$ cat config.mk
export PLATFORM = sky130hd
export DESIGN_NAME = dram_cycle_decoder
export DESIGN_NICKNAME = d
export VERILOG_FILES = /design/src/rtl/dram_dec_pkg.sv /design/src/rtl/dram_dec_sync.sv /design/src/rtl/dram_dec_ctrl.sv /design/src/rtl/dram_dec_data.sv /design/src/rtl/dram_cycle_decoder.sv
export SDC_FILE = /design/constraint.sdc
export NUM_CORES = 1
export LEC_CHECK = 0
export ABC_CLOCK_PERIOD_IN_PS = 4890
export CAP_MARGIN = 15
export CORE_ASPECT_RATIO = 1.25
export CORE_MARGIN = 2
export CORE_UTILIZATION = 44
export CTS_BUF_LIST = sky130_fd_sc_hd__clkbuf_2
export CTS_CLUSTER_DIAMETER = 100
export CTS_CLUSTER_SIZE = 24
export DETAILED_ROUTE_END_ITERATION = 8
export GPL_TIMING_DRIVEN = 0
export PLACE_DENSITY = 0.69
export SYNTH_ARGS = -nofsm -noshare
export SYNTH_HDL_FRONTEND = slang
export SYNTH_SLANG_ARGS = --single-unit
$ cat constraint.sdc
create_clock -name clk -period 4.89 [get_ports clk]
set_input_delay 0.7335 -clock clk [delete_from_list [all_inputs] [get_ports clk]]
set_output_delay 0.7335 -clock clk [all_outputs]
set_load 0.02 [all_outputs]
$ cat src/rtl/dram_dec_pkg.sv
package dram_dec_pkg;
  typedef enum logic [3:0] {
    CY_IDLE    = 4'd0,
    CY_READ    = 4'd1,
    CY_EWRITE  = 4'd2,
    CY_LWRITE  = 4'd3,
    CY_RMW     = 4'd4,
    CY_RASONLY = 4'd5,
    CY_CBR     = 4'd6,
    CY_HIDDEN  = 4'd7,
    CY_SELF    = 4'd8
  } cycle_e;

  typedef enum logic [1:0] {
    PH_IDLE, PH_ACCESS, PH_REFRESH, PH_SELF
  } phase_e;

  typedef struct packed {
    logic rowLatch;
    logic colLatch;
    logic refreshInc;
    logic setValid;
    logic clrValid;
    logic casLow;
    logic oeLow;
  } strobe_t;
endpackage

$ cat src/rtl/dram_dec_sync.sv
module dram_dec_sync #(
  parameter int W = 4,
  parameter int STAGES = 2,
  parameter logic [W-1:0] RST_VAL = '0
) (
  input  logic         clk,
  input  logic         rstN,
  input  logic [W-1:0] din,
  output logic [W-1:0] dout
);
  logic [W-1:0] stage [STAGES];

  always_ff @(posedge clk) begin
    if (!rstN) begin
      for (int i = 0; i < STAGES; i++) stage[i] <= RST_VAL;
    end else begin
      stage[0] <= din;
      for (int i = 1; i < STAGES; i++) stage[i] <= stage[i-1];
    end
  end

  assign dout = stage[STAGES-1];
endmodule

$ cat src/rtl/dram_dec_ctrl.sv
module dram_dec_ctrl
  import dram_dec_pkg::*;
#(
  parameter int SELF_CYCLES = 10000,
  parameter int REF_INTERVAL = 1563
) (
  input  logic    clk,
  input  logic    rstN,
  input  logic    rasS,
  input  logic    casS,
  input  logic    weS,
  input  logic    oeS,
  input  logic    dataValid,
  input  logic    oeDrive,
  output strobe_t strb,
  output logic    writeStrobe,
  output cycle_e  cycleType,
  output logic    selfRefresh
);
  localparam int CNT_MAX = (SELF_CYCLES > REF_INTERVAL) ? SELF_CYCLES : REF_INTERVAL;
  localparam int CNT_W = $clog2(CNT_MAX + 1);
  localparam logic [CNT_W-1:0] SELF_LAST = CNT_W'(SELF_CYCLES - 1);
  localparam logic [CNT_W-1:0] TICK_LAST = CNT_W'(REF_INTERVAL - 1);

  logic rasP, casP, weP;
  logic rasFall, rasRise, casFall, casRise, weFall;
  phase_e phase, phaseNext;
  cycle_e typeNext;
  logic [CNT_W-1:0] cnt, cntNext;
  logic readSeen, readSeenNext;
  logic wrNext;
  strobe_t strbNext;

  assign rasFall = rasP & ~rasS;
  assign rasRise = ~rasP & rasS;
  assign casFall = casP & ~casS;
  assign casRise = ~casP & casS;
  assign weFall  = weP & ~weS;

  always_comb begin
    phaseNext = phase;
    typeNext = cycleType;
    cntNext = cnt;
    readSeenNext = readSeen | oeDrive;
    wrNext = 1'b0;
    strbNext = '0;
    strbNext.casLow = ~casS;
    strbNext.oeLow = ~oeS;
    if (casRise) strbNext.clrValid = 1'b1;
    if (rasFall) begin
      cntNext = '0;
      if (!casS) begin
        phaseNext = PH_REFRESH;
        typeNext = dataValid ? CY_HIDDEN : CY_CBR;
        strbNext.refreshInc = 1'b1;
      end else begin
        phaseNext = PH_ACCESS;
        typeNext = CY_RASONLY;
        strbNext.rowLatch = 1'b1;
      end
    end else if (rasRise) begin
      phaseNext = PH_IDLE;
    end else begin
      case (phase)
        PH_ACCESS: begin
          if (casFall) begin
            strbNext.colLatch = 1'b1;
            readSeenNext = 1'b0;
            if (!weS) begin
              typeNext = CY_EWRITE;
              wrNext = 1'b1;
            end else begin
              typeNext = CY_READ;
              strbNext.setValid = 1'b1;
            end
          end else if (weFall && !casS && cycleType == CY_READ) begin
            typeNext = readSeen ? CY_RMW : CY_LWRITE;
            wrNext = 1'b1;
            strbNext.clrValid = 1'b1;
          end
        end
        PH_REFRESH: begin
          if (cnt == SELF_LAST) begin
            phaseNext = PH_SELF;
            typeNext = CY_SELF;
            cntNext = '0;
          end else begin
            cntNext = cnt + 1'b1;
          end
        end
        PH_SELF: begin
          if (cnt == TICK_LAST) begin
            cntNext = '0;
            strbNext.refreshInc = 1'b1;
          end else begin
            cntNext = cnt + 1'b1;
          end
        end
        default: ;
      endcase
    end
  end

  always_ff @(posedge clk) begin
    if (!rstN) begin
      rasP <= 1'b1;
      casP <= 1'b1;
      weP <= 1'b1;
      phase <= PH_IDLE;
      cycleType <= CY_IDLE;
      cnt <= '0;
      readSeen <= 1'b0;
    end else begin
      rasP <= rasS;
      casP <= casS;
      weP <= weS;
      phase <= phaseNext;
      cycleType <= typeNext;
      cnt <= cntNext;
      readSeen <= readSeenNext;
    end
  end

  assign strb = strbNext;
  assign writeStrobe = wrNext;
  assign selfRefresh = (phase == PH_SELF);
endmodule

$ cat src/rtl/dram_dec_data.sv
module dram_dec_data
  import dram_dec_pkg::*;
#(
  parameter int ROW_W = 13,
  parameter int ROW_STEP = 2
) (
  input  logic             clk,
  input  logic             rstN,
  input  strobe_t          strb,
  input  logic [ROW_W-1:0] addrS,
  output logic [ROW_W-1:0] rowAddr,
  output logic [ROW_W-1:0] colAddr,
  output logic [ROW_W-1:0] refreshRow,
  output logic             dataValid,
  output logic             oeDrive
);
  localparam logic [ROW_W-1:0] STEP = ROW_W'(ROW_STEP);
  logic validNext;

  always_comb begin
    if (strb.setValid) validNext = 1'b1;
    else if (strb.clrValid) validNext = 1'b0;
    else validNext = dataValid;
  end

  always_ff @(posedge clk) begin
    if (!rstN) begin
      rowAddr <= '0;
      colAddr <= '0;
      refreshRow <= '0;
      dataValid <= 1'b0;
      oeDrive <= 1'b0;
    end else begin
      if (strb.rowLatch) rowAddr <= addrS;
      if (strb.colLatch) colAddr <= addrS;
      if (strb.refreshInc) refreshRow <= refreshRow + STEP;
      dataValid <= validNext;
      oeDrive <= validNext & strb.casLow & strb.oeLow;
    end
  end
endmodule

$ cat src/rtl/dram_cycle_decoder.sv
module dram_cycle_decoder
  import dram_dec_pkg::*;
#(
  parameter int ROW_W = 13,
  parameter int ROW_STEP = 2,
  parameter int SYNC_STAGES = 2,
  parameter int SELF_CYCLES = 10000,
  parameter int REF_INTERVAL = 1563
) (
  input  logic             clk,
  input  logic             rstN,
  input  logic             rasN,
  input  logic             casN,
  input  logic             weN,
  input  logic             oeN,
  input  logic [ROW_W-1:0] addr,
  output logic [3:0]       cycleType,
  output logic             rowLatch,
  output logic             colLatch,
  output logic             writeStrobe,
  output logic             refreshInc,
  output logic             oeDrive,
  output logic             selfRefresh,
  output logic [ROW_W-1:0] refreshRow,
  output logic [ROW_W-1:0] rowAddr,
  output logic [ROW_W-1:0] colAddr
);
  localparam int SW = 4 + ROW_W;
  localparam logic [SW-1:0] SYNC_RST = {4'b1111, {ROW_W{1'b0}}};

  logic [SW-1:0] syncOut;
  logic rasS, casS, weS, oeS;
  logic [ROW_W-1:0] addrS;
  strobe_t strb;
  cycle_e cyType;
  logic dataValid;

  dram_dec_sync #(.W(SW), .STAGES(SYNC_STAGES), .RST_VAL(SYNC_RST)) u_sync (
    .clk(clk), .rstN(rstN), .din({rasN, casN, weN, oeN, addr}), .dout(syncOut)
  );

  assign {rasS, casS, weS, oeS, addrS} = syncOut;

  dram_dec_ctrl #(.SELF_CYCLES(SELF_CYCLES), .REF_INTERVAL(REF_INTERVAL)) u_ctrl (
    .clk(clk), .rstN(rstN), .rasS(rasS), .casS(casS), .weS(weS), .oeS(oeS),
    .dataValid(dataValid), .oeDrive(oeDrive), .strb(strb),
    .writeStrobe(writeStrobe), .cycleType(cyType), .selfRefresh(selfRefresh)
  );

  dram_dec_data #(.ROW_W(ROW_W), .ROW_STEP(ROW_STEP)) u_data (
    .clk(clk), .rstN(rstN), .strb(strb), .addrS(addrS),
    .rowAddr(rowAddr), .colAddr(colAddr), .refreshRow(refreshRow),
    .dataValid(dataValid), .oeDrive(oeDrive)
  );

  assign cycleType = cyType;
  assign rowLatch = strb.rowLatch;
  assign colLatch = strb.colLatch;
  assign refreshInc = strb.refreshInc;
endmodule

==> results of run 1 <==
==> metrics by stage <==
step,setup WS [ns],util,total power [W]
finish,0.806,0.564,0.00130
global route,0.597,0.564,0.00135
CTS,0.806,0.564,0.00131
detailed placement,1.49,0.549,0.000923
global placement,1.50,0.549,0.000922
floorplan,2.44,-,0.000885
==> cells in the mapped netlist, drive strengths merged (6+ instances only) <==
cell,count
dfxtp,98
nand2,72
a21oi,42
and2,27
nor2,21
nand2b,18
clkbuf,16
o21ai,13
inv,12
or3,12
xnor2,9
nor3,8
nand3,7
ha,6
==> flip-flops by register name, indices dropped and copies added, names as in the netlist <==
register / flops
u_ctrl.rasP: 1
u_data.rowAddr: 13
u_ctrl.weP: 1
u_data.colAddr: 13
u_sync.stage: 34
u_data.dataValid: 1
u_ctrl.phase: 2
u_data.refreshRow: 12
u_ctrl.cnt: 14
u_ctrl.casP: 1
u_ctrl.readSeen: 1
u_data.oeDrive: 1
u_ctrl.cycleType: 4
==> path summary, 6_finish.rpt <==
| check | cells past startpoint | from | slack, ns | to |
|---|---|---|---|---|
| worst max register to register | 9 | u_sync.stage[0][33] | 2.52 | u_data.colAddr[4] |
| worst max-delay path | 8 | u_sync.stage[0][33] | 0.81 | colLatch |
| worst min register to register | 1 | u_sync.stage[0][30] | 0.42 | u_data.oeDrive |
| worst min-delay path | 1 | u_sync.stage[0][30] | 0.42 | u_data.oeDrive |
==> layer usage <==
metal | vias up | global-route usage | share of wire
met5 | - | 0 | 0
met4 | 0 | 0.0670 | 0.017
met3 | 10 | 0.0307 | 0.040
met2 | 67 | 0.312 | 0.49
met1 | 1423 | 0.230 | 0.45
li1 | 1551 | - | -
==> cells by family after synthesis <==
kind of cell / synth area share
AOI/OAI and AO/OA: 0.104
xor gates and xnor gates: 0.0325
adders and majority gates: 0.0226
buffers and inverters: 0.0359
DFF: 0.521
muxes: 0.0136
other: 0.000995
and+or+nand+nor: 0.270
==> final cells by class <==
class,instances,share of cell area
timing repair buffer,66,0.141
sequential,98,0.420
multi-input combinational,289,0.358
clock buffer,9,0.00964
clock inverter,7,0.0163
inverter,12,0.00964
tap,97,0.0260
buffer,19,0.0193
==> report_power, final <==
part	switching, W	leakage (nW)	internal [W]	total (W)
Clock	0.000303	0.0756	0.0000888	0.000391
Sequential	0.00000850	0.798	0.000820	0.000829
Combinational	0.0000418	0.788	0.0000383	0.0000801
Total	0.000353	1.66	0.000947	0.00130
==> results_tabular.tex, run 1 <==
\begin{tabular}{lr}
\hline
Metric & Value \\
\hline
\multicolumn{2}{l}{\textbf{Worst setup path}} \\
\quad Startpoint-to-endpoint class of the critical path & flop to primary output \\
\quad Critical Path Source Type & flop \\
\quad Kind of cell with the highest combined delay on the critical path & buffers and inverters \\
\quad Ordered cell list for the critical path & nor2b\_1, clkbuf\_1, or2\_2, or3\_1, clkbuf\_1, inv\_1, buf\_2, clkdlybuf4s50\_1 \\
\quad Crit path required time & 4.16 ns \\
\quad Cell repeated most along the worst path & sky130\_fd\_sc\_hd\_\_clkbuf\_1 \\
\quad Cell with the largest stage delay on the worst path & sky130\_fd\_sc\_hd\_\_clkdlybuf4s50\_1 \\
\quad Crit Path Max Fanout & 10 \\
\quad Data arrival, critical path & 3.35 ns \\
\quad Longest individual stage delay on the worst path & 0.64 ns \\
\quad Crit end category & primary output \\
\quad Count of buffering cells on the critical path with inverters included & 5 \\
\multicolumn{2}{l}{\textbf{Power}} \\
\quad Leak & 1.66 nW \\
\quad Pwr Density & 278 nW/µm² \\
\quad Worst vdd ir & 0.178 mV \\
\multicolumn{2}{l}{\textbf{Placement}} \\
\quad Global placement routability congestion & 0.818 \\
\quad Post-Place Cells & 581 \\
\quad Instance area after placement & 4550 µm² \\
\quad Total half-perimeter wirelength after legalization and detailed placement & 5.98 mm \\
\quad Buffers added on ports & 66 \\
\multicolumn{2}{l}{\textbf{STA}} \\
\quad Setup repair after global routing missed its margin & no \\
\quad Final sum of negative setup slack & 0 ns \\
\quad Count of endpoints failing hold in the final timing report & 0 \\
\quad Normalized max-slew margin & 0.487 \\
\quad Number of setup violations in the final report & 0 \\
\quad Achievable frequency & 245 MHz \\
\quad Actual slew at the worst max-slew pin & 0.764 ns \\
\quad Tmin final & 4.08 ns \\
\quad Final number of max-transition violations & 0 \\
\quad Final hold slack & 0.420 ns \\
\quad Largest clock skew in the final design & 0.0263 ns \\
\quad Period utilization & 0.835 \\
\multicolumn{2}{l}{\textbf{Routing}} \\
\quad Mean number of vias per cell & 5.11 \\
\quad Vias after detailed routing & 3051 \\
\quad Drt first pass iters & 4 \\
\quad Post-detailed-route wirelength per cell & 13.6 µm \\
\quad Total Wirelength & 8.10 mm \\
\quad Routed Antenna Nets & 0 \\
\quad DR iter-0 viols & 115 \\
\quad Number of remaining DRC errors & 0 \\
\multicolumn{2}{l}{\textbf{GRT}} \\
\quad Via count of the first global-routing pass & 2989 \\
\quad Total grt overflow & 0 \\
\quad Antenna violations before repair & 0 \\
\quad Pin count of the biggest net entering global routing & 21 \\
\quad Global-route usage over all layers & 0.183 \\
\quad Wire length of the first global-routing pass & 13.5 mm \\
\multicolumn{2}{l}{\textbf{Cells and area}} \\
\quad Most used cells in the layout excluding fill and tap cells & sky130\_fd\_sc\_hd\_\_dfxtp\_1 (98), sky130\_fd\_sc\_hd\_\_nand2\_1 (72), sky130\_fd\_sc\_hd\_\_clkdlybuf4s50\_1 (66) \\
\quad Area growth from synthesis to layout & 24.0\% \\
\quad Ratio of cells with drive above 1 in the final layout & 0.0620 \\
\quad Area of all placed cells without fillers & 4670 µm² \\
\quad Number of antenna diodes & 0 \\
\quad Most common cell after layout, fill and taps aside & sky130\_fd\_sc\_hd\_\_dfxtp\_1 \\
\quad Number of nets in the layout & 520 \\
\quad Non-filler instance count after layout & 597 \\
\quad Filler cell count in the final layout & 772 \\
\quad Area of the multi-input gates & 1670 µm² \\
\quad Storage cell area & 1960 µm² \\
\multicolumn{2}{l}{\textbf{Clock tree}} \\
\quad Clock Root Buffer & sky130\_fd\_sc\_hd\_\_clkbuf\_2 \\
\quad CTS clk-pin slew, worst paths & 0.28 ns \\
\quad H-Tree Level Count & 3 \\
\quad Number of buffers added by the clock tree synthesis step & 9 \\
\quad Clock latency reported for the late side of the worst-skew pair & 0.57 ns \\
\quad Count of hold buffers inserted by post-cts repair & 0 \\
\quad Total of cells resized after clock tree synthesis & 0 \\
\quad Number of buffers inserted by post-CTS setup repair & 0 \\
\quad Bufs on Longest Clock Path & 2 \\
\quad Clock sink total & 98 \\
\quad Clock tree from TritonCTS & built \\
\multicolumn{2}{l}{\textbf{Floorplanning}} \\
\quad Die area & 9320 µm² \\
\quad Chip Width & 86.8 µm \\
\quad Placeable core area & 8290 µm² \\
\quad Standard-cell rows & 37 \\
\quad IO Pins & 68 \\
\quad Die Height & 107 µm \\
\quad Initial cell density of the core & 0.455 \\
\multicolumn{2}{l}{\textbf{Yosys}} \\
\quad Library cell occupying the most area in the post-synthesis netlist & sky130\_fd\_sc\_hd\_\_dfxtp\_1 \\
\quad Fraction of the yosys area taken by sequential cells & 0.521 \\
\quad Count of distinct cell types in the synthesized netlist & 52 \\
\quad Count of yosys warnings during synthesis & 0 \\
\quad Proportion of register bits with asynchronous set or reset after synthesis & 0 \\
\quad Number of enable flip-flop cells after synthesis & 0 \\
\quad Post-Syn Nets & 443 \\
\quad Dominant cells by area after synthesis & sky130\_fd\_sc\_hd\_\_dfxtp\_1 (52\%), sky130\_fd\_sc\_hd\_\_nand2\_1 (7.2\%), sky130\_fd\_sc\_hd\_\_a21oi\_1 (5.6\%), sky130\_fd\_sc\_hd\_\_and2\_1 (4.5\%), sky130\_fd\_sc\_hd\_\_nand2b\_1 (3.0\%) \\
\quad Cell area after synthesis & 3770 µm² \\
\quad Yosys reg bits & 98 \\
\quad Fraction of post-synthesis cell area in the top cell type by area & 0.521 \\
\quad Gate count of the mapped netlist & 418 \\
\quad Commonest register cell after synthesis & sky130\_fd\_sc\_hd\_\_dfxtp\_1 \\
\quad Synthesized area divided by synthesized cell count & 9.01 µm² \\
\multicolumn{2}{l}{\textbf{Flow run}} \\
\quad Max-cap viol count & 0 \\
\multicolumn{2}{l}{\textbf{Worst hold path}} \\
\quad Classification of the worst-slack hold path & flop to flop \\
\multicolumn{2}{l}{\textbf{Status}} \\
\quad Run status & finished clean \\
\hline
\end{tabular}
Power figures use the tool's default switching activity.
==> run 2, diff against run 1 <==
Settings changed: ABC_CLOCK_PERIOD_IN_PS 4890 to 4000.
Clock period 4.89 ns to 4 ns, I/O delays scaled along.
==> run 2 against run 1 <==
Against the previous run:
- first-iteration DRC count down 1.7%
- sequential share of layout area is essentially flat
- critical endpoint unchanged
- largest power group unchanged
- non-clock buffer count unchanged
- final cell count unchanged
- sequential power up 22%
==> results_tabular.tex, run 2 (synthesis gave the netlist of run 1 again) <==
\begin{tabular}{lr}
\hline
Metric & Value \\
\hline
\multicolumn{2}{l}{\textbf{Worst setup path}} \\
\quad Crit Path Max Fanout & 10 (unchanged) \\
\quad Data arrival, critical path & 3.15 ns (-0.20 ns) \\
\quad Depth of the worst register-to-register path & 7 (-2) \\
\quad Cell with the largest stage delay on the worst path & sky130\_fd\_sc\_hd\_\_clkdlybuf4s50\_1 \\
\quad Startpoint-to-endpoint class of the critical path & flop to primary output \\
\quad Ordered cell list for the critical path & nor2b\_1, clkbuf\_1, or2\_2, or3\_1, clkbuf\_1, inv\_2, clkbuf\_4, clkdlybuf4s50\_1 \\
\quad Longest individual stage delay on the worst path & 0.62 ns (-0.02 ns) \\
\quad Terminus of the critical flop-to-flop path & u\_data.refreshRow[12] \\
\quad Setup slack on the worst flop-to-flop path & 1.64 ns (-0.88 ns) \\
\quad Reg-to-Reg Start & u\_ctrl.cnt[0] \\
\quad Crit path required time & 3.40 ns (-0.76 ns) \\
\quad Critical Path Source Type & flop \\
\quad Cell repeated most along the worst path & sky130\_fd\_sc\_hd\_\_clkbuf\_1 \\
\quad Crit end category & primary output \\
\multicolumn{2}{l}{\textbf{Placement}} \\
\quad Buffers added on ports & 66 (unchanged) \\
\quad Global placement routability congestion & 0.818 (unchanged) \\
\quad Post-place setup slack & 0.738 ns (-0.756 ns) \\
\quad Post-Place Cells & 581 (unchanged) \\
\quad Total half-perimeter wirelength after legalization and detailed placement & 5.98 mm (unchanged) \\
\multicolumn{2}{l}{\textbf{Routing}} \\
\quad Number of remaining DRC errors & 0 (unchanged) \\
\quad Drt first pass iters & 4 (unchanged) \\
\quad Total Wirelength & 8.07 mm (-0.35\%) \\
\quad Vias after detailed routing & 3065 (+0.46\%) \\
\quad Mean number of vias per cell & 5.13 (+0.46\%) \\
\quad Routed Antenna Nets & 0 (unchanged) \\
\quad Post-detailed-route wirelength per cell & 13.5 µm (-0.35\%) \\
\quad DR iter-0 viols & 113 (-1.7\%) \\
\multicolumn{2}{l}{\textbf{Clock tree}} \\
\quad Clock latency reported for the late side of the worst-skew pair & 0.56 ns (about the same) \\
\quad Clock sink total & 98 (unchanged) \\
\quad Count of hold buffers inserted by post-cts repair & 0 (unchanged) \\
\quad Number of buffers added by the clock tree synthesis step & 9 (unchanged) \\
\quad CTS clk-pin slew, worst paths & 0.27 ns (about the same) \\
\quad Clock tree from TritonCTS & built \\
\quad Number of buffers inserted by post-CTS setup repair & 0 (unchanged) \\
\quad H-Tree Level Count & 3 (unchanged) \\
\quad Bufs on Longest Clock Path & 2 (unchanged) \\
\quad Clock Root Buffer & sky130\_fd\_sc\_hd\_\_clkbuf\_2 \\
\multicolumn{2}{l}{\textbf{GRT}} \\
\quad Met1 track demand over resource in global routing & 0.230 (unchanged) \\
\quad Global-route usage over all layers & 0.183 (unchanged) \\
\quad Wire length of the first global-routing pass & 13.5 mm (unchanged) \\
\quad Layer carrying the most global-route usage & met2 \\
\quad Met3 global-route usage & 0.0307 (unchanged) \\
\quad Via count of the first global-routing pass & 2989 (unchanged) \\
\quad Pin count of the biggest net entering global routing & 21 (unchanged) \\
\quad Met2 global-route usage & 0.312 (unchanged) \\
\quad Total grt overflow & 0 (unchanged) \\
\quad Antenna violations before repair & 0 (unchanged) \\
\multicolumn{2}{l}{\textbf{STA}} \\
\quad Setup slack after layout & 0.246 ns (-0.560 ns) \\
\quad Final sum of negative setup slack & 0 ns (unchanged) \\
\quad Tmin final & 3.75 ns \\
\quad Actual slew at the worst max-slew pin & 0.765 ns (+0.00107 ns) \\
\quad Number of setup violations in the final report & 0 (unchanged) \\
\quad Count of endpoints failing hold in the final timing report & 0 (unchanged) \\
\quad Normalized max-slew margin & 0.486 (-0.000720) \\
\quad Largest clock skew in the final design & 0.0304 ns (+0.00404 ns) \\
\quad Period utilization & 0.939 \\
\quad Setup repair after global routing missed its margin & no \\
\quad Achievable frequency & 266 MHz \\
\quad Final number of max-transition violations & 0 (unchanged) \\
\multicolumn{2}{l}{\textbf{Cells and area}} \\
\quad Most used cells in the layout excluding fill and tap cells & sky130\_fd\_sc\_hd\_\_dfxtp\_1 (97), sky130\_fd\_sc\_hd\_\_nand2\_1 (72), sky130\_fd\_sc\_hd\_\_clkdlybuf4s50\_1 (66) \\
\quad Filler cell count in the final layout & 770 (-0.26\%) \\
\quad Number of antenna diodes & 0 (unchanged) \\
\quad Ratio of cells with drive above 1 in the final layout & 0.0660 (+0.00400) \\
\quad Area of the multi-input gates & 1670 µm² (unchanged) \\
\quad Storage cell area & 1960 µm² (about the same) \\
\quad Most common cell after layout, fill and taps aside & sky130\_fd\_sc\_hd\_\_dfxtp\_1 \\
\quad Non-filler instance count after layout & 597 (unchanged) \\
\quad Largest register FFs & 34 (unchanged) \\
\quad Largest reg by FF count & u\_sync.stage \\
\quad Largest registers ranked by flip-flop count & u\_sync.stage (34), u\_ctrl.cnt (14) \\
\quad Number of nets in the layout & 520 (unchanged) \\
\quad Area growth from synthesis to layout & 24.1\% (about the same) \\
\quad Finished Core Util & 0.564 (about the same) \\
\multicolumn{2}{l}{\textbf{Power}} \\
\quad Clock share of power & 0.301 (about the same) \\
\quad Psw & 0.000430 W (+22\%) \\
\quad Worst vdd ir & 0.218 mV (+22\%) \\
\quad Leak & 1.66 nW (-0.22\%) \\
\quad Post-layout power & 0.00159 W (+22\%) \\
\quad Sequential Power Share & 0.638 (about the same) \\
\quad Pwr Density & 340 nW/µm² (+22\%) \\
\quad Internal power summed over all cells & 0.00116 W (+22\%) \\
\quad Switching portion of total power & 0.271 (-0.000683) \\
\quad Combinational Power Share & 0.062 (about the same) \\
\multicolumn{2}{l}{\textbf{Status}} \\
\quad Run status & finished clean \\
\multicolumn{2}{l}{\textbf{Floorplanning}} \\
\quad Placeable core area & 8290 µm² (unchanged) \\
\quad IO Pins & 68 (unchanged) \\
\quad Initial cell density of the core & 0.455 (unchanged) \\
\quad Die area & 9320 µm² (unchanged) \\
\quad Die Height & 107 µm (unchanged) \\
\quad Standard-cell rows & 37 (unchanged) \\
\quad Chip Width & 86.8 µm (unchanged) \\
\multicolumn{2}{l}{\textbf{Worst hold path}} \\
\quad Endpoint of the worst hold-timing path & u\_data.oeDrive \\
\quad Launch instance of the worst min-delay path & u\_sync.stage[0][30] \\
\quad Worst hold path cell count & 1 (unchanged) \\
\quad Classification of the worst-slack hold path & flop to flop \\
\multicolumn{2}{l}{\textbf{Flow run}} \\
\quad Max-cap viol count & 0 (unchanged) \\
\hline
\end{tabular}
-- run 2: power by group through the flow --
stage	Clock [W]	Sequential (W)	Combinational, W
floorplan	0	0.00103	0.0000498
global placement	0	0.00103	0.0000970
detailed placement	0	0.00103	0.0000983
CTS	0.000494	0.00101	0.0000990
global route	0.000529	0.00102	0.000108
finish	0.000477	0.00101	0.0000978
-- run 2: through the flow --
| step | area (µm²) | hold slack [ns] |
|---|---|---|
| after floorplan | 3770 | 0.375 |
| after global placement | 4550 | 0.392 |
| after detailed placement | 4550 | 0.391 |
| after CTS | 4670 | 0.426 |
| after global routing | 4670 | 0.434 |
| final | 4670 | 0.420 |
-- run 2: final cells by class --
class	instances	area share
well taps	97	0.0260
repair buffers	66	0.141
clock buffers	9	0.00964
inverters	12	0.00964
plain buffers	19	0.0198
clock inverters	7	0.0163
flip-flops and latches	98	0.420
multi-input cells	289	0.357
-- run 2: repair_timing --
item,4_1_cts,5_1_grt
setup endpoints to repair,0,1
gates resized for setup,0,3
hold endpoints to repair,0,0
-- run 2: worst max-delay path by stage --
| stage | cells past startpoint | slack (ns) | endpoint | from |
|---|---|---|---|---|
| global route | 8 | 0.05 | colLatch | u_ctrl.rasP |
| detailed placement | 8 | 0.74 | colLatch | u_sync.stage[0][33] |
| floorplan | 7 | 1.69 | colLatch | u_ctrl.rasP |
| CTS | 8 | 0.05 | colLatch | u_sync.stage[0][33] |
| finish | 8 | 0.25 | colLatch | u_ctrl.rasP |
| global placement | 8 | 0.74 | colLatch | u_sync.stage[0][33] |
-- run 2: layer usage --
layer / up-vias / part of all wire
met5: - / 0
met2: 69 / 0.49
met4: 0 / 0.014
met3: 8 / 0.039
met1: 1435 / 0.45
li1: 1553 / -
-- run 2: critical path, delay by kind of cell, from the launching register on --
family        cells  cell delay (ns)
buf+inv           5             1.38
simple gates      3             0.82
flops             1             0.41
==> run 3, diff against run 2 <==
--- a/config.mk
+++ b/config.mk
@@ -17,3 +17,3 @@
 export GPL_TIMING_DRIVEN = 0
-export PLACE_DENSITY = 0.69
+export PLACE_DENSITY_LB_ADDON = 0.1
 export SYNTH_ARGS = -nofsm -noshare
--- a/constraint.sdc
+++ b/constraint.sdc
@@ -3,2 +3,2 @@
 set_output_delay 0.6 -clock clk [all_outputs]
-set_load 0.02 [all_outputs]
+set_load 0.1 [all_outputs]
==> run 3 against run 2 <==
Against the previous run:
- clock power rose by 12%
- sequential share of layout area fell by 0.094 points
- final cell count did not move
- maximum frequency fell by 0.51%
- wire length fell by 1.2%
- largest power group unchanged
==> results_tabular.tex, run 3 (synthesis gave the netlist of run 1 again) <==
\begin{tabular}{lr}
\hline
Metric & Value \\
\hline
\multicolumn{2}{l}{\textbf{Clock tree}} \\
\quad Clock Root Buffer & sky130\_fd\_sc\_hd\_\_clkbuf\_2 \\
\quad H-Tree Level Count & 3 (unchanged) \\
\quad Number of buffers added by the clock tree synthesis step & 9 (unchanged) \\
\quad Clock latency reported for the late side of the worst-skew pair & 0.55 ns (about the same) \\
\quad CTS clk-pin slew, worst paths & 0.25 ns (-0.02 ns) \\
\quad Clock tree from TritonCTS & built \\
\quad Number of buffers inserted by post-CTS setup repair & 0 (unchanged) \\
\quad Bufs on Longest Clock Path & 2 (unchanged) \\
\quad Count of hold buffers inserted by post-cts repair & 0 (unchanged) \\
\quad Clock sink total & 98 (unchanged) \\
\multicolumn{2}{l}{\textbf{GRT}} \\
\quad Antenna violations before repair & 0 (unchanged) \\
\quad Global-route usage over all layers & 0.177 (-0.00566) \\
\quad Pin count of the biggest net entering global routing & 17 (-19\%) \\
\quad Wire length of the first global-routing pass & 13.0 mm (-4.3\%) \\
\quad Total grt overflow & 0 (unchanged) \\
\quad Via count of the first global-routing pass & 2707 (-9.4\%) \\
\multicolumn{2}{l}{\textbf{STA}} \\
\quad Actual slew at the worst max-slew pin & 1.01 ns (+0.248 ns) \\
\quad Setup repair after global routing missed its margin & no \\
\quad Final number of max-transition violations & 0 (unchanged) \\
\quad Number of setup violations in the final report & 0 (unchanged) \\
\quad Largest clock skew in the final design & 0.0211 ns (-0.00925 ns) \\
\quad Achievable frequency & 265 MHz (-0.51\%) \\
\quad Tmin final & 3.77 ns (+0.0192 ns) \\
\quad Period utilization & 0.943 (+0.00479) \\
\quad Count of endpoints failing hold in the final timing report & 0 (unchanged) \\
\quad Final sum of negative setup slack & 0 ns (unchanged) \\
\quad Normalized max-slew margin & 0.323 (-0.163) \\
\quad Final hold slack & 0.409 ns (-0.0105 ns) \\
\multicolumn{2}{l}{\textbf{Floorplanning}} \\
\quad Die area & 9320 µm² (unchanged) \\
\quad Standard-cell rows & 37 (unchanged) \\
\quad Chip Width & 86.8 µm (unchanged) \\
\quad Die Height & 107 µm (unchanged) \\
\quad Placeable core area & 8290 µm² (unchanged) \\
\quad IO Pins & 68 (unchanged) \\
\quad Initial cell density of the core & 0.455 (unchanged) \\
\multicolumn{2}{l}{\textbf{Worst setup path}} \\
\quad Crit end category & primary output \\
\quad Startpoint-to-endpoint class of the critical path & flop to primary output \\
\quad Critical Path Source Type & flop \\
\quad Data arrival, critical path & 3.17 ns (+0.02 ns) \\
\quad Crit Path Max Fanout & 5 (-5) \\
\quad Crit path required time & 3.40 ns (about the same) \\
\multicolumn{2}{l}{\textbf{Cells and area}} \\
\quad Storage cell area & 1960 µm² (about the same) \\
\quad Filler cell count in the final layout & 795 (+3.2\%) \\
\quad Area growth from synthesis to layout & 24.3\% \\
\quad Most used cells in the layout excluding fill and tap cells & sky130\_fd\_sc\_hd\_\_dfxtp\_1 (98), sky130\_fd\_sc\_hd\_\_nand2\_1 (72), sky130\_fd\_sc\_hd\_\_clkdlybuf4s50\_1 (63) \\
\quad Area of the multi-input gates & 1680 µm² (+0.30\%) \\
\quad Largest register FFs & 34 (unchanged) \\
\quad Most common cell after layout, fill and taps aside & sky130\_fd\_sc\_hd\_\_dfxtp\_1 \\
\quad Non-filler instance count after layout & 597 (unchanged) \\
\quad Finished Core Util & 0.565 (+0.000906) \\
\quad Largest registers ranked by flip-flop count & u\_sync.stage (34), u\_ctrl.cnt (14) \\
\quad Number of antenna diodes & 0 (unchanged) \\
\quad Ratio of cells with drive above 1 in the final layout & 0.0660 (unchanged) \\
\quad Number of nets in the layout & 520 (unchanged) \\
\quad Largest reg by FF count & u\_sync.stage \\
\multicolumn{2}{l}{\textbf{Routing}} \\
\quad Post-detailed-route wirelength per cell & 13.4 µm (-1.2\%) \\
\quad DR iter-0 viols & 89 (-21\%) \\
\quad Total Wirelength & 7.98 mm (-1.2\%) \\
\quad Number of remaining DRC errors & 0 (unchanged) \\
\quad Mean number of vias per cell & 5.07 (-1.3\%) \\
\quad Vias after detailed routing & 3025 (-1.3\%) \\
\quad Drt first pass iters & 4 (unchanged) \\
\quad Routed Antenna Nets & 0 (unchanged) \\
\multicolumn{2}{l}{\textbf{Power}} \\
\quad Pwr Density & 358 nW/µm² (+5.4\%) \\
\quad Post-layout power & 0.00168 W (+5.5\%) \\
\quad Worst vdd ir & 0.205 mV (-5.8\%) \\
\quad Leak & 1.67 nW (+1.0\%) \\
\multicolumn{2}{l}{\textbf{Placement}} \\
\quad Buffers added on ports & 66 (unchanged) \\
\quad Total half-perimeter wirelength after legalization and detailed placement & 5.72 mm (-4.3\%) \\
\quad Post-Place Cells & 581 (unchanged) \\
\quad Global placement routability congestion & 0.901 (+10\%) \\
\multicolumn{2}{l}{\textbf{Status}} \\
\quad Run status & finished clean \\
\multicolumn{2}{l}{\textbf{Worst hold path}} \\
\quad Classification of the worst-slack hold path & flop to flop \\
\multicolumn{2}{l}{\textbf{Flow run}} \\
\quad Max-cap viol count & 0 (unchanged) \\
\hline
\end{tabular}
-- run 3: changes by cell type in the layout (fill, tap and decap cells not counted), moves of 2 or more --
cell                              change
sky130_fd_sc_hd__clkdlybuf4s50_1      -3
sky130_fd_sc_hd__bufinv_16            +2
sky130_fd_sc_hd__buf_2                +2
sky130_fd_sc_hd__clkbuf_2             +2
sky130_fd_sc_hd__inv_8                -3
-- run 3: path summary, 6_finish.rpt --
path	from	end	slack, ns	cells after the start
max	u_ctrl.cnt[0]	refreshInc	0.23	6
min	u_sync.stage[0][30]	u_data.oeDrive	0.41	1
max reg2reg	u_ctrl.cnt[0]	u_data.refreshRow[12]	1.63	7
min reg2reg	u_sync.stage[0][30]	u_data.oeDrive	0.41	1
-- run 3: power breakdown --
group	leakage, nW	internal (W)	switching [W]	total (W)
Combinational	0.796	0.0000461	0.0000847	0.000131
Clock	0.0802	0.000211	0.000324	0.000534
Sequential	0.798	0.00100	0.00000985	0.00101
-- run 3: repair_timing --
item / in CTS / in global routing
pin swaps: 0 / 0
endpoints found under the setup margin: 3 / 2
gates resized for setup: 5 / 4
-- run 3: layout make-up --
class / count / area share
Inverter: 12 / 0.00962
Multi-Input combinational cell: 289 / 0.358
Buffer: 19 / 0.0192
Clock inverter: 6 / 0.0190
Clock buffer: 10 / 0.0107
Sequential cell: 98 / 0.419
Timing Repair Buffer: 66 / 0.139
Tap cell: 97 / 0.0259
-- run 3: worst max-delay path, stage by stage (launching register included) --
cell	delay (ns)
sky130_fd_sc_hd__dfxtp_1	0.41
sky130_fd_sc_hd__inv_1	0.07
sky130_fd_sc_hd__ha_1	0.14
sky130_fd_sc_hd__or4b_4	0.48
sky130_fd_sc_hd__nor4_4	0.38
sky130_fd_sc_hd__a31o_2	0.27
sky130_fd_sc_hd__dlygate4sd2_1	0.87
-- run 3: layer usage --
metal | share of wire | global-route usage | vias up
met3 | 0.045 | 0.0383 | 11
met1 | 0.48 | 0.234 | 1390
met5 | 0 | 0 | -
li1 | - | - | 1555
met2 | 0.46 | 0.282 | 69
met4 | 0.015 | 0.0670 | 0
-- run 3: per-stage QoR --
step	setup slack, ns	cell area [µm²]
after global placement	0.240	4550
final	0.227	4680
after detailed placement	0.200	4550
after global routing	0.0225	4680
after floorplan	0.842	3770
after CTS	0.124	4690
